===== config.mk =====
export PLATFORM = sky130hd
export DESIGN_NAME = cfg_addr_decoder
export DESIGN_NICKNAME = d
export VERILOG_FILES = /design/src/rtl/cfg_dec_pkg.sv /design/src/rtl/cfg_addr_store.sv /design/src/rtl/cfg_port_decode.sv /design/src/rtl/cfg_xfer_ctl.sv /design/src/rtl/cfg_addr_decoder.sv
export SDC_FILE = /design/constraint.sdc
export NUM_CORES = 1
export LEC_CHECK = 0
export BUFFER_PORTS_ARGS = -buffer_cell sky130_fd_sc_hd__buf_2
export CAP_MARGIN = 20
export CELL_PAD_IN_SITES_DETAIL_PLACEMENT = 1
export CELL_PAD_IN_SITES_GLOBAL_PLACEMENT = 1
export CORE_MARGIN = 3
export CORE_UTILIZATION = 26
export DETAILED_ROUTE_END_ITERATION = 16
export HOLD_SLACK_MARGIN = 0.12
export MAX_ROUTING_LAYER = met4
export PLACE_DENSITY = 0.95
export SYNTH_ARGS = -nofsm -noshare
export SYNTH_HDL_FRONTEND = slang
export SYNTH_SLANG_ARGS = --single-unit

===== constraint.sdc =====
create_clock -name clk -period 5.9 [get_ports clk]
set_input_delay 1.475 -clock clk [delete_from_list [all_inputs] [get_ports clk]]
set_output_delay 1.475 -clock clk [all_outputs]
set_load 0.1 [all_outputs]

===== src/rtl/cfg_dec_pkg.sv =====
// Package: shared types and bit positions for the configuration address decoder.
// Assumes a 32-bit address register whose field layout is fixed by software.
package cfg_dec_pkg;

    localparam int DATA_W  = 32;
    localparam int BE_W    = DATA_W / 8;
    localparam int BUS_W   = 8;
    localparam int DEV_W   = 5;
    localparam int FN_W    = 3;
    localparam int REG_W   = 6;
    localparam int EN_POS  = 31;
    localparam int BUS_LSB = 16;
    localparam int DEV_LSB = 11;
    localparam int FN_LSB  = 8;
    localparam int REG_LSB = 2;

    typedef struct packed {
        logic             en;
        logic [BUS_W-1:0] bus;
        logic [DEV_W-1:0] dev;
        logic [FN_W-1:0]  fn;
        logic [REG_W-1:0] reg_idx;
    } cfg_target_t;

    // Unpack a written dword into the stored target fields.
    function automatic cfg_target_t unpack_target(input logic [DATA_W-1:0] d);
        cfg_target_t t;
        t.en      = d[EN_POS];
        t.bus     = d[BUS_LSB +: BUS_W];
        t.dev     = d[DEV_LSB +: DEV_W];
        t.fn      = d[FN_LSB  +: FN_W];
        t.reg_idx = d[REG_LSB +: REG_W];
        return t;
    endfunction

    // Rebuild the readback dword, reserved bits zero.
    function automatic logic [DATA_W-1:0] pack_target(input cfg_target_t t);
        logic [DATA_W-1:0] d;
        d = '0;
        d[EN_POS]             = t.en;
        d[BUS_LSB +: BUS_W]   = t.bus;
        d[DEV_LSB +: DEV_W]   = t.dev;
        d[FN_LSB  +: FN_W]    = t.fn;
        d[REG_LSB +: REG_W]   = t.reg_idx;
        return d;
    endfunction

endpackage


===== src/rtl/cfg_addr_store.sv =====
// Module: holds the configuration address register.
// What it does: captures a full-dword write and presents the stored fields
// together with the readback dword, in which the reserved bits are zero.
// Assumes: wr_en is already qualified as a full-dword address-port write.
module cfg_addr_store
    import cfg_dec_pkg::*;
(
    input  logic              clk,
    input  logic              rst_n,
    input  logic              wr_en,
    input  logic [DATA_W-1:0] wdata,
    output cfg_target_t       target,
    output logic [DATA_W-1:0] rdback
);

    cfg_target_t tgt_q;

    // Store the target fields on a qualified write; clear on reset.
    always_ff @(posedge clk) begin
        if (!rst_n) begin
            tgt_q <= '0;
        end else if (wr_en) begin
            tgt_q <= unpack_target(wdata);
        end
    end

    // Present the fields and the readback dword.
    always_comb begin
        target = tgt_q;
        rdback = pack_target(tgt_q);
    end

endmodule


===== src/rtl/cfg_port_decode.sv =====
// Module: I/O port decoder.
// What it does: recognises, per cycle, a strobed access to the address port
// (full dword only) or to the data window (any non-zero byte enables).
// Assumes: io_addr is a byte address and both ports are dword aligned.
module cfg_port_decode
    import cfg_dec_pkg::*;
#(
    parameter logic [15:0] ADDR_PORT = 16'hCF8,
    parameter logic [15:0] DATA_PORT = 16'hCFC
)(
    input  logic [15:0]     io_addr,
    input  logic [BE_W-1:0] io_be,
    input  logic            io_rd,
    input  logic            io_wr,
    output logic            addr_sel,
    output logic            data_sel
);

    localparam logic [13:0] ADDR_DW = ADDR_PORT[15:2];
    localparam logic [13:0] DATA_DW = DATA_PORT[15:2];

    // Match the dword address, byte enables and strobe for each port.
    always_comb begin
        addr_sel = (io_rd || io_wr) && (io_addr[15:2] == ADDR_DW) && (&io_be);
        data_sel = (io_rd || io_wr) && (io_addr[15:2] == DATA_DW) && (|io_be);
    end

endmodule


===== src/rtl/cfg_xfer_ctl.sv =====
// Module: request sequencer.
// What it does: enters the busy state when an enabled data access begins
// and leaves it on the completion strobe.
// Assumes: the I/O master holds its strobe until io_ready.
module cfg_xfer_ctl (
    input  logic clk,
    input  logic rst_n,
    input  logic start,
    input  logic done,
    output logic busy
);

    typedef enum logic {ST_IDLE, ST_BUSY} xfer_st_t;
    xfer_st_t st_q;

    // Move between idle and busy on start and done.
    always_ff @(posedge clk) begin
        if (!rst_n) begin
            st_q <= ST_IDLE;
        end else begin
            case (st_q)
                ST_IDLE: if (start) st_q <= ST_BUSY;
                ST_BUSY: if (done)  st_q <= ST_IDLE;
                default:            st_q <= ST_IDLE;
            endcase
        end
    end

    // Expose the busy flag.
    always_comb busy = (st_q == ST_BUSY);

endmodule


===== src/rtl/cfg_addr_decoder.sv =====
// Module: configuration address decoder (top).
// What it does: pairs an address register port with a data window port,
// and turns enabled data-window accesses into downstream configuration
// requests. Disabled or unclaimed reads return all ones.
// Assumes: one I/O access at a time, strobes held until io_ready.
module cfg_addr_decoder
    import cfg_dec_pkg::*;
#(
    parameter logic [15:0] ADDR_PORT = 16'hCF8,
    parameter logic [15:0] DATA_PORT = 16'hCFC
)(
    input  logic              clk,
    input  logic              rst_n,
    input  logic [15:0]       io_addr,
    input  logic [BE_W-1:0]   io_be,
    input  logic              io_rd,
    input  logic              io_wr,
    input  logic [DATA_W-1:0] io_wdata,
    output logic [DATA_W-1:0] io_rdata,
    output logic              io_ready,
    output logic              io_hit,
    output logic              cfg_req,
    output logic              cfg_we,
    output logic [BUS_W-1:0]  cfg_bus,
    output logic [DEV_W-1:0]  cfg_dev,
    output logic [FN_W-1:0]   cfg_fn,
    output logic [REG_W-1:0]  cfg_reg,
    output logic [BE_W-1:0]   cfg_be,
    output logic [DATA_W-1:0] cfg_wdata,
    input  logic              cfg_done,
    input  logic              cfg_claimed,
    input  logic [DATA_W-1:0] cfg_rdata
);

    logic              addr_sel;
    logic              data_sel;
    logic              busy;
    logic              start;
    cfg_target_t       target;
    logic [DATA_W-1:0] rdback;

    cfg_port_decode #(
        .ADDR_PORT (ADDR_PORT),
        .DATA_PORT (DATA_PORT)
    ) u_dec (
        .io_addr  (io_addr),
        .io_be    (io_be),
        .io_rd    (io_rd),
        .io_wr    (io_wr),
        .addr_sel (addr_sel),
        .data_sel (data_sel)
    );

    cfg_addr_store u_store (
        .clk    (clk),
        .rst_n  (rst_n),
        .wr_en  (addr_sel && io_wr),
        .wdata  (io_wdata),
        .target (target),
        .rdback (rdback)
    );

    cfg_xfer_ctl u_ctl (
        .clk   (clk),
        .rst_n (rst_n),
        .start (start),
        .done  (cfg_done),
        .busy  (busy)
    );

    // Start a request only for an enabled data access while idle.
    always_comb start = data_sel && target.en && !busy;

    // I/O side: claim, completion and read data.
    always_comb begin
        io_hit   = addr_sel || data_sel;
        io_ready = addr_sel || (data_sel && !target.en) || (data_sel && busy && cfg_done);
        if (addr_sel) begin
            io_rdata = rdback;
        end else if (busy && cfg_claimed) begin
            io_rdata = cfg_rdata;
        end else begin
            io_rdata = '1;
        end
    end

    // Downstream side: fields from the register, data and enables passed through.
    always_comb begin
        cfg_req   = busy;
        cfg_we    = io_wr;
        cfg_bus   = target.bus;
        cfg_dev   = target.dev;
        cfg_fn    = target.fn;
        cfg_reg   = target.reg_idx;
        cfg_be    = io_be;
        cfg_wdata = io_wdata;
    end

endmodule


==> flow_metrics.env, run 1 <==
export IMPL_worst_r2r_setup_slack_ns=4.93
export IMPL_synthCells=272
export IMPL_p_comb_frac=0.287
export IMPL_ys_warn_count=0
export IMPL_core_um2=7410
export IMPL_grt_overflow=0
export IMPL_synth_seq_cells=24
export IMPL_cts_buffer_depth=2
export IMPL_cts_inserted_buffers=3
export IMPL_leakagePower_nw=1.15
export IMPL_syn_nets=362
export IMPL_cts_max_level=1
export IMPL_nFillCells=953
export IMPL_hold_worst_slack_ns=0.475
export IMPL_slew_violations=0
export IMPL_finalCritPeriodShare=0.848
export IMPL_syn2layout_area_growth_pct=26.2
export IMPL_cts_clk_slew_worst_paths_ns=0.10
export IMPL_route_detailed_drc=0
export IMPL_multi_input_area_um2=936
export IMPL_postRouteAntennaNets=0
export IMPL_p_switching_mw=0.154
export IMPL_synth_top_area_frac=0.238
export IMPL_worst_setup_path_type="primary input to primary output"
export IMPL_slew_headroom=0.457
export IMPL_io_buffers=163
export IMPL_p_int_mw=0.281
export IMPL_crit_arrival_ns=3.53
export IMPL_drive_above_1_share=0.472
export IMPL_post_cts_resized=0
export IMPL_row_count=31
export IMPL_cp_max_fo=20
export IMPL_firstDrtPassIters=4
export IMPL_die_x_um=94.2
export IMPL_fmax_ghz=0.200
export IMPL_die_h_um=94.2
export IMPL_cts_setup_buffers=0
export IMPL_clock_latency_ns=0.27
export IMPL_cp_required_ns=4.43
export IMPL_gp_congestion=0.721
export IMPL_pwr_share_seq=0.372
export IMPL_grt_pass1_vias=2108
export IMPL_grt_use_total=0.137
export IMPL_antenna_found_initial=0
export IMPL_cap_violations=0
export IMPL_powerDensity_nw_per_um2=170
export IMPL_synth_avg_cell_area_um2=7.43
export IMPL_hold_violations=0
export IMPL_ir_drop_mv=0.105
export IMPL_grt_max_degree=48
export IMPL_antenna_diode_count=0
export IMPL_grt_pass1_wl_um=9560
export IMPL_synth_seq_area_share=0.238
export IMPL_cp_start_kind="primary input"
export IMPL_hold_path_class="register to register"
export IMPL_cts_sinks=24
export IMPL_num_vias=2013
export IMPL_ys_flop_type="dfxtp_1"
export IMPL_worst_pin_slew_ns=0.814
export IMPL_root_buffer="clkbuf_8"
export IMPL_io_pins=184
export IMPL_avgRoutedWirePerCell_um=13.6
export IMPL_synth_most_common_cell="buf_4"
export IMPL_skew_ns=0.00671
export IMPL_clkPwrFrac=0.341
export IMPL_register_area_um2=480
export IMPL_yosysUniqueCellTypes=24
export IMPL_cts_tree="yes"
export IMPL_syn_cell_area_um2=2020
export IMPL_setup_tns_ns=0
export IMPL_synthTopCellsByArea="dfxtp_1, mux2i_1, buf_4"
export IMPL_status="finished, final reports clean"
export IMPL_yosys_area_top_type="dfxtp_1"
export IMPL_worstSetupEndpointType="primary output"
export IMPL_cts_hold_buf=0
export IMPL_synth_common_cells="buf_4, nand2_1, mux2i_1"
export IMPL_final_setup_viol_count=0
export IMPL_min_period_ns=5.00
export IMPL_dp_hpwl_um=5160
export IMPL_start_util=0.273
export IMPL_via_per_inst=4.30
export IMPL_initialDrtViolationCount=22
export IMPL_dieArea_um2=8870
export IMPL_synth_edf_count=0
export IMPL_wl_um=6340
export IMPL_ys_async_sr_fraction=0
export IMPL_rsz0062_at_grt="false"
export IMPL_p_sw_frac=0.354
export IMPL_fin_nets=460
==> state kept, by name (all words and copies together) (netlist names) <==
register        flops
u_store.rdback     23
u_ctl.busy          1
==> critical path: stages <==
cell      delay [ns]
buf_2           0.10
and4bb_1        0.27
nand4_2         0.22
nor2_4          0.52
buf_12          0.25
mux2i_1         0.23
buf_2           0.45
==> metal layers <==
layer	part of all wire	track usage
met1	0.35	0.134
met3	0.068	0.0232
met4	0.015	0.0265
met5	0	-
met2	0.57	0.280
==> area by class of cell <==
type,instances,area share
inverter,24,0.0353
sequential,24,0.188
clock inverter,1,0.0118
multi-input combinational,151,0.367
timing repair buffer,166,0.333
clock buffer,3,0.0162
tap,99,0.0485
==> power groups by stage <==
| stage | clock network (mW) | registers (mW) | logic, mW |
|---|---|---|---|
| floorplan | 0 | 0.166 | 0.129 |
| global placement | 0 | 0.166 | 0.123 |
| global route | 0.165 | 0.162 | 0.131 |
| detailed placement | 0 | 0.166 | 0.126 |
| finish | 0.148 | 0.162 | 0.125 |
| CTS | 0.159 | 0.162 | 0.126 |
==> through the flow <==
stage	setup slack, ns	instances	power (mW)	utilization	instance area (µm²)
after floorplan	0.433	272	0.294	-	2020
after global placement	0.913	464	0.289	0.335	2480
after detailed placement	0.842	464	0.291	0.335	2480
after CTS	0.834	468	0.447	0.345	2550
after global routing	0.721	468	0.458	0.345	2550
final	0.896	468	0.435	0.345	2550
==> cell families (layout without fill, tap and decap cells) <==
kind of cell / after synthesis / after routing / synth area share
AND/OR/NAND/NOR: 99 / 99 / 0.211
multiplexers: 46 / 46 / 0.228
flip-flops: 24 / 24 / 0.238
buffers and inverters: 97 / 194 / 0.302
AO/OA/AOI/OAI: 6 / 6 / 0.0217
==> cell usage in the layout (no fill, tap or decap), drive strengths merged <==
cell / Yosys / routed
buf: 65 / 166
nand2: 48 / 48
mux2i: 46 / 46
nor2: 42 / 42
inv: 24 / 24
dfxtp: 24 / 24
clkbuf: 8 / 3
a21oi: 2 / 2
nand4: 2 / 2
and4bb: 2 / 2
or2: 1 / 1
o211a: 1 / 1
nor3b: 1 / 1
o41ai: 1 / 1
a21o: 1 / 1
nor3: 1 / 1
nor2b: 1 / 1
nor4: 1 / 1
o21a: 1 / 1
bufinv: 0 / 1
==> final timing paths <==
path,start,depth (start not counted),endpoint
max,io_addr[12],7,io_rdata[21]
min,u_store.rdback[23],2,u_store.rdback[23]
max reg2reg,u_store.rdback[31],3,u_ctl.busy
min reg2reg,u_store.rdback[23],2,u_store.rdback[23]
(Power assumes the default switching activity.)
==> run 2, diff against run 1 <==
--- a/config.mk
+++ b/config.mk
@@ -10,11 +10,11 @@
 export CELL_PAD_IN_SITES_DETAIL_PLACEMENT = 1
 export CELL_PAD_IN_SITES_GLOBAL_PLACEMENT = 1
 export CORE_MARGIN = 3
-export CORE_UTILIZATION = 26
+export CORE_UTILIZATION = 24
 export DETAILED_ROUTE_END_ITERATION = 16
 export HOLD_SLACK_MARGIN = 0.12
 export MAX_ROUTING_LAYER = met4
-export PLACE_DENSITY = 0.95
+export PLACE_DENSITY = 0.89
 export SYNTH_ARGS = -nofsm -noshare
 export SYNTH_HDL_FRONTEND = slang
 export SYNTH_SLANG_ARGS = --single-unit
==> constraint.sdc (replaced) <==
create_clock -name clk -period 5.13 [get_ports clk]
set_input_delay 1.2825 -clock clk [delete_from_list [all_inputs] [get_ports clk]]
set_output_delay 1.2825 -clock clk [all_outputs]
set_load 0.1 [all_outputs]
==> run 2 against run 1 <==
  * Final cell count is 0.85% higher
  * Sequential power increased by 15%
  * Sequential share of layout area is 0.13 points higher
  * Total power rose by 7.1%
  * Via count fell by 1.2%
  * Core utilization shrank 2.6 points
  * Critical endpoint is now io_rdata[4]
  * Largest cell class unchanged
==> flow_metrics.env, run 2 (synthesized netlist as in run 1, its figures left out) <==
export IMPL_mostFrequentLayoutCell="buf_2"
export IMPL_fin_nets=461
export IMPL_worstSetupEndpointType="primary output"
export IMPL_fmax_ghz=0.232
export IMPL_placed_cells=468
export IMPL_skew_ns=0.000548
export IMPL_grt_max_degree=48
export IMPL_num_vias=1989
export IMPL_status="finished, final reports clean"
export IMPL_worst_pin_slew_ns=0.800
export IMPL_slew_headroom=0.467
export IMPL_slowest_stage="buf_2"
export IMPL_cts_hold_buf=0
export IMPL_fin_area_um2=2530
export IMPL_hold_worst_slack_ns=0.475
export IMPL_antenna_diode_count=0
export IMPL_cts_clk_slew_worst_paths_ns=0.09
export IMPL_hold_path_class="register to register"
export IMPL_grt_pass1_wl_um=10000
export IMPL_io_pins=184
export IMPL_cts_sinks=24
export IMPL_stdcell_count=472
export IMPL_leakagePower_nw=1.15
export IMPL_cts_buffer_depth=2
export IMPL_route_detailed_drc=0
export IMPL_cts_max_level=1
export IMPL_crit_arrival_ns=3.03
export IMPL_grt_overflow=0
export IMPL_worst_path_buf_inv=3
export IMPL_cp_start_kind="primary input"
export IMPL_dp_hpwl_um=5270
export IMPL_postRouteAntennaNets=0
export IMPL_cpPeakStageDelay_ns=0.46
export IMPL_dieArea_um2=9560
export IMPL_cts_setup_buffers=0
export IMPL_via_per_inst=4.21
export IMPL_root_buffer="clkbuf_8"
export IMPL_grt_pass1_vias=2019
export IMPL_initialDrtViolationCount=21
export IMPL_cp_max_fo=13
export IMPL_worst_r2r_setup_slack_ns=4.22
export IMPL_start_util=0.254
export IMPL_finalPower_mw=0.465
export IMPL_drive_above_1_share=0.473
export IMPL_fin_ws_ns=0.814
export IMPL_min_period_ns=4.32
export IMPL_wl_um=6480
export IMPL_largest_reg_flops=23
export IMPL_final_cell_mix="buf_2, nand2_1, mux2i_1"
export IMPL_die_x_um=97.8
export IMPL_hold_violations=0
export IMPL_powerDensity_nw_per_um2=184
export IMPL_setup_tns_ns=0
export IMPL_die_h_um=97.8
export IMPL_avgRoutedWirePerCell_um=13.7
export IMPL_worst_setup_path_type="primary input to primary output"
export IMPL_path_common_cell="buf_2"
export IMPL_fin_util=0.318
export IMPL_cts_tree="yes"
export IMPL_post_cts_resized=0
export IMPL_finalCritPeriodShare=0.841
export IMPL_rsz0062_at_grt="false"
export IMPL_firstDrtPassIters=3
export IMPL_row_count=32
export IMPL_final_setup_viol_count=0
export IMPL_cts_inserted_buffers=3
export IMPL_core_um2=7970
export IMPL_placed_area_um2=2480
export IMPL_clock_latency_ns=0.27
export IMPL_io_buffers=163
export IMPL_grt_use_total=0.131
export IMPL_slew_violations=0
export IMPL_crit_chain="buf_2 -> nor3b_1 -> nand4_2 -> nor2_4 -> buf_4 -> mux2i_1 -> buf_2"
export IMPL_ir_drop_mv=0.0860
export IMPL_antenna_found_initial=0
export IMPL_post_place_ws_ns=0.808
export IMPL_gp_congestion=0.730
export IMPL_syn2layout_area_growth_pct=25.4
export IMPL_cpLargestDelayFamily="buffers and inverters"
export IMPL_cp_required_ns=3.85
export IMPL_cap_violations=0
[run 2: worst reg2reg max path: stages (launching register included)]
cell and delay, ns:
dfxtp_1 0.37, inv_1 0.07, nor4_1 0.27, o21a_1 0.14
[run 2: power breakdown]
part	switching (mW)	leakage (nW)	internal, mW
logic	0.111	0.924	0.0324
registers	0.000000228	0.193	0.186
clock network	0.0670	0.0288	0.0687
[run 2: cell type report]
cell class	instances	area, µm²
Tap cell	102	128
Clock buffer	4	55.1
Sequential cell	24	480
Inverter	24	90.1
Multi-Input combinational cell	151	936
Fill cell	1049	5430
Timing Repair Buffer	167	846
[run 2: per-layer routing]
layer / share of wire / track usage / vias up / wire [µm]
met5: 0 / - / - / 0
met4: 0.0096 / 0.0224 / 0 / 62
met3: 0.057 / 0.0257 / 6 / 371
met2: 0.57 / 0.266 / 79 / 3710
met1: 0.36 / 0.129 / 918 / 2340
li1: - / - / 986 / -
[run 2: worst paths after layout]
path	from	to	depth (start not counted)
max	io_addr[15]	io_rdata[4]	7
max reg2reg	u_store.rdback[31]	u_ctl.busy	3
min reg2reg	u_store.rdback[20]	u_store.rdback[20]	2
min	u_store.rdback[20]	u_store.rdback[20]	2
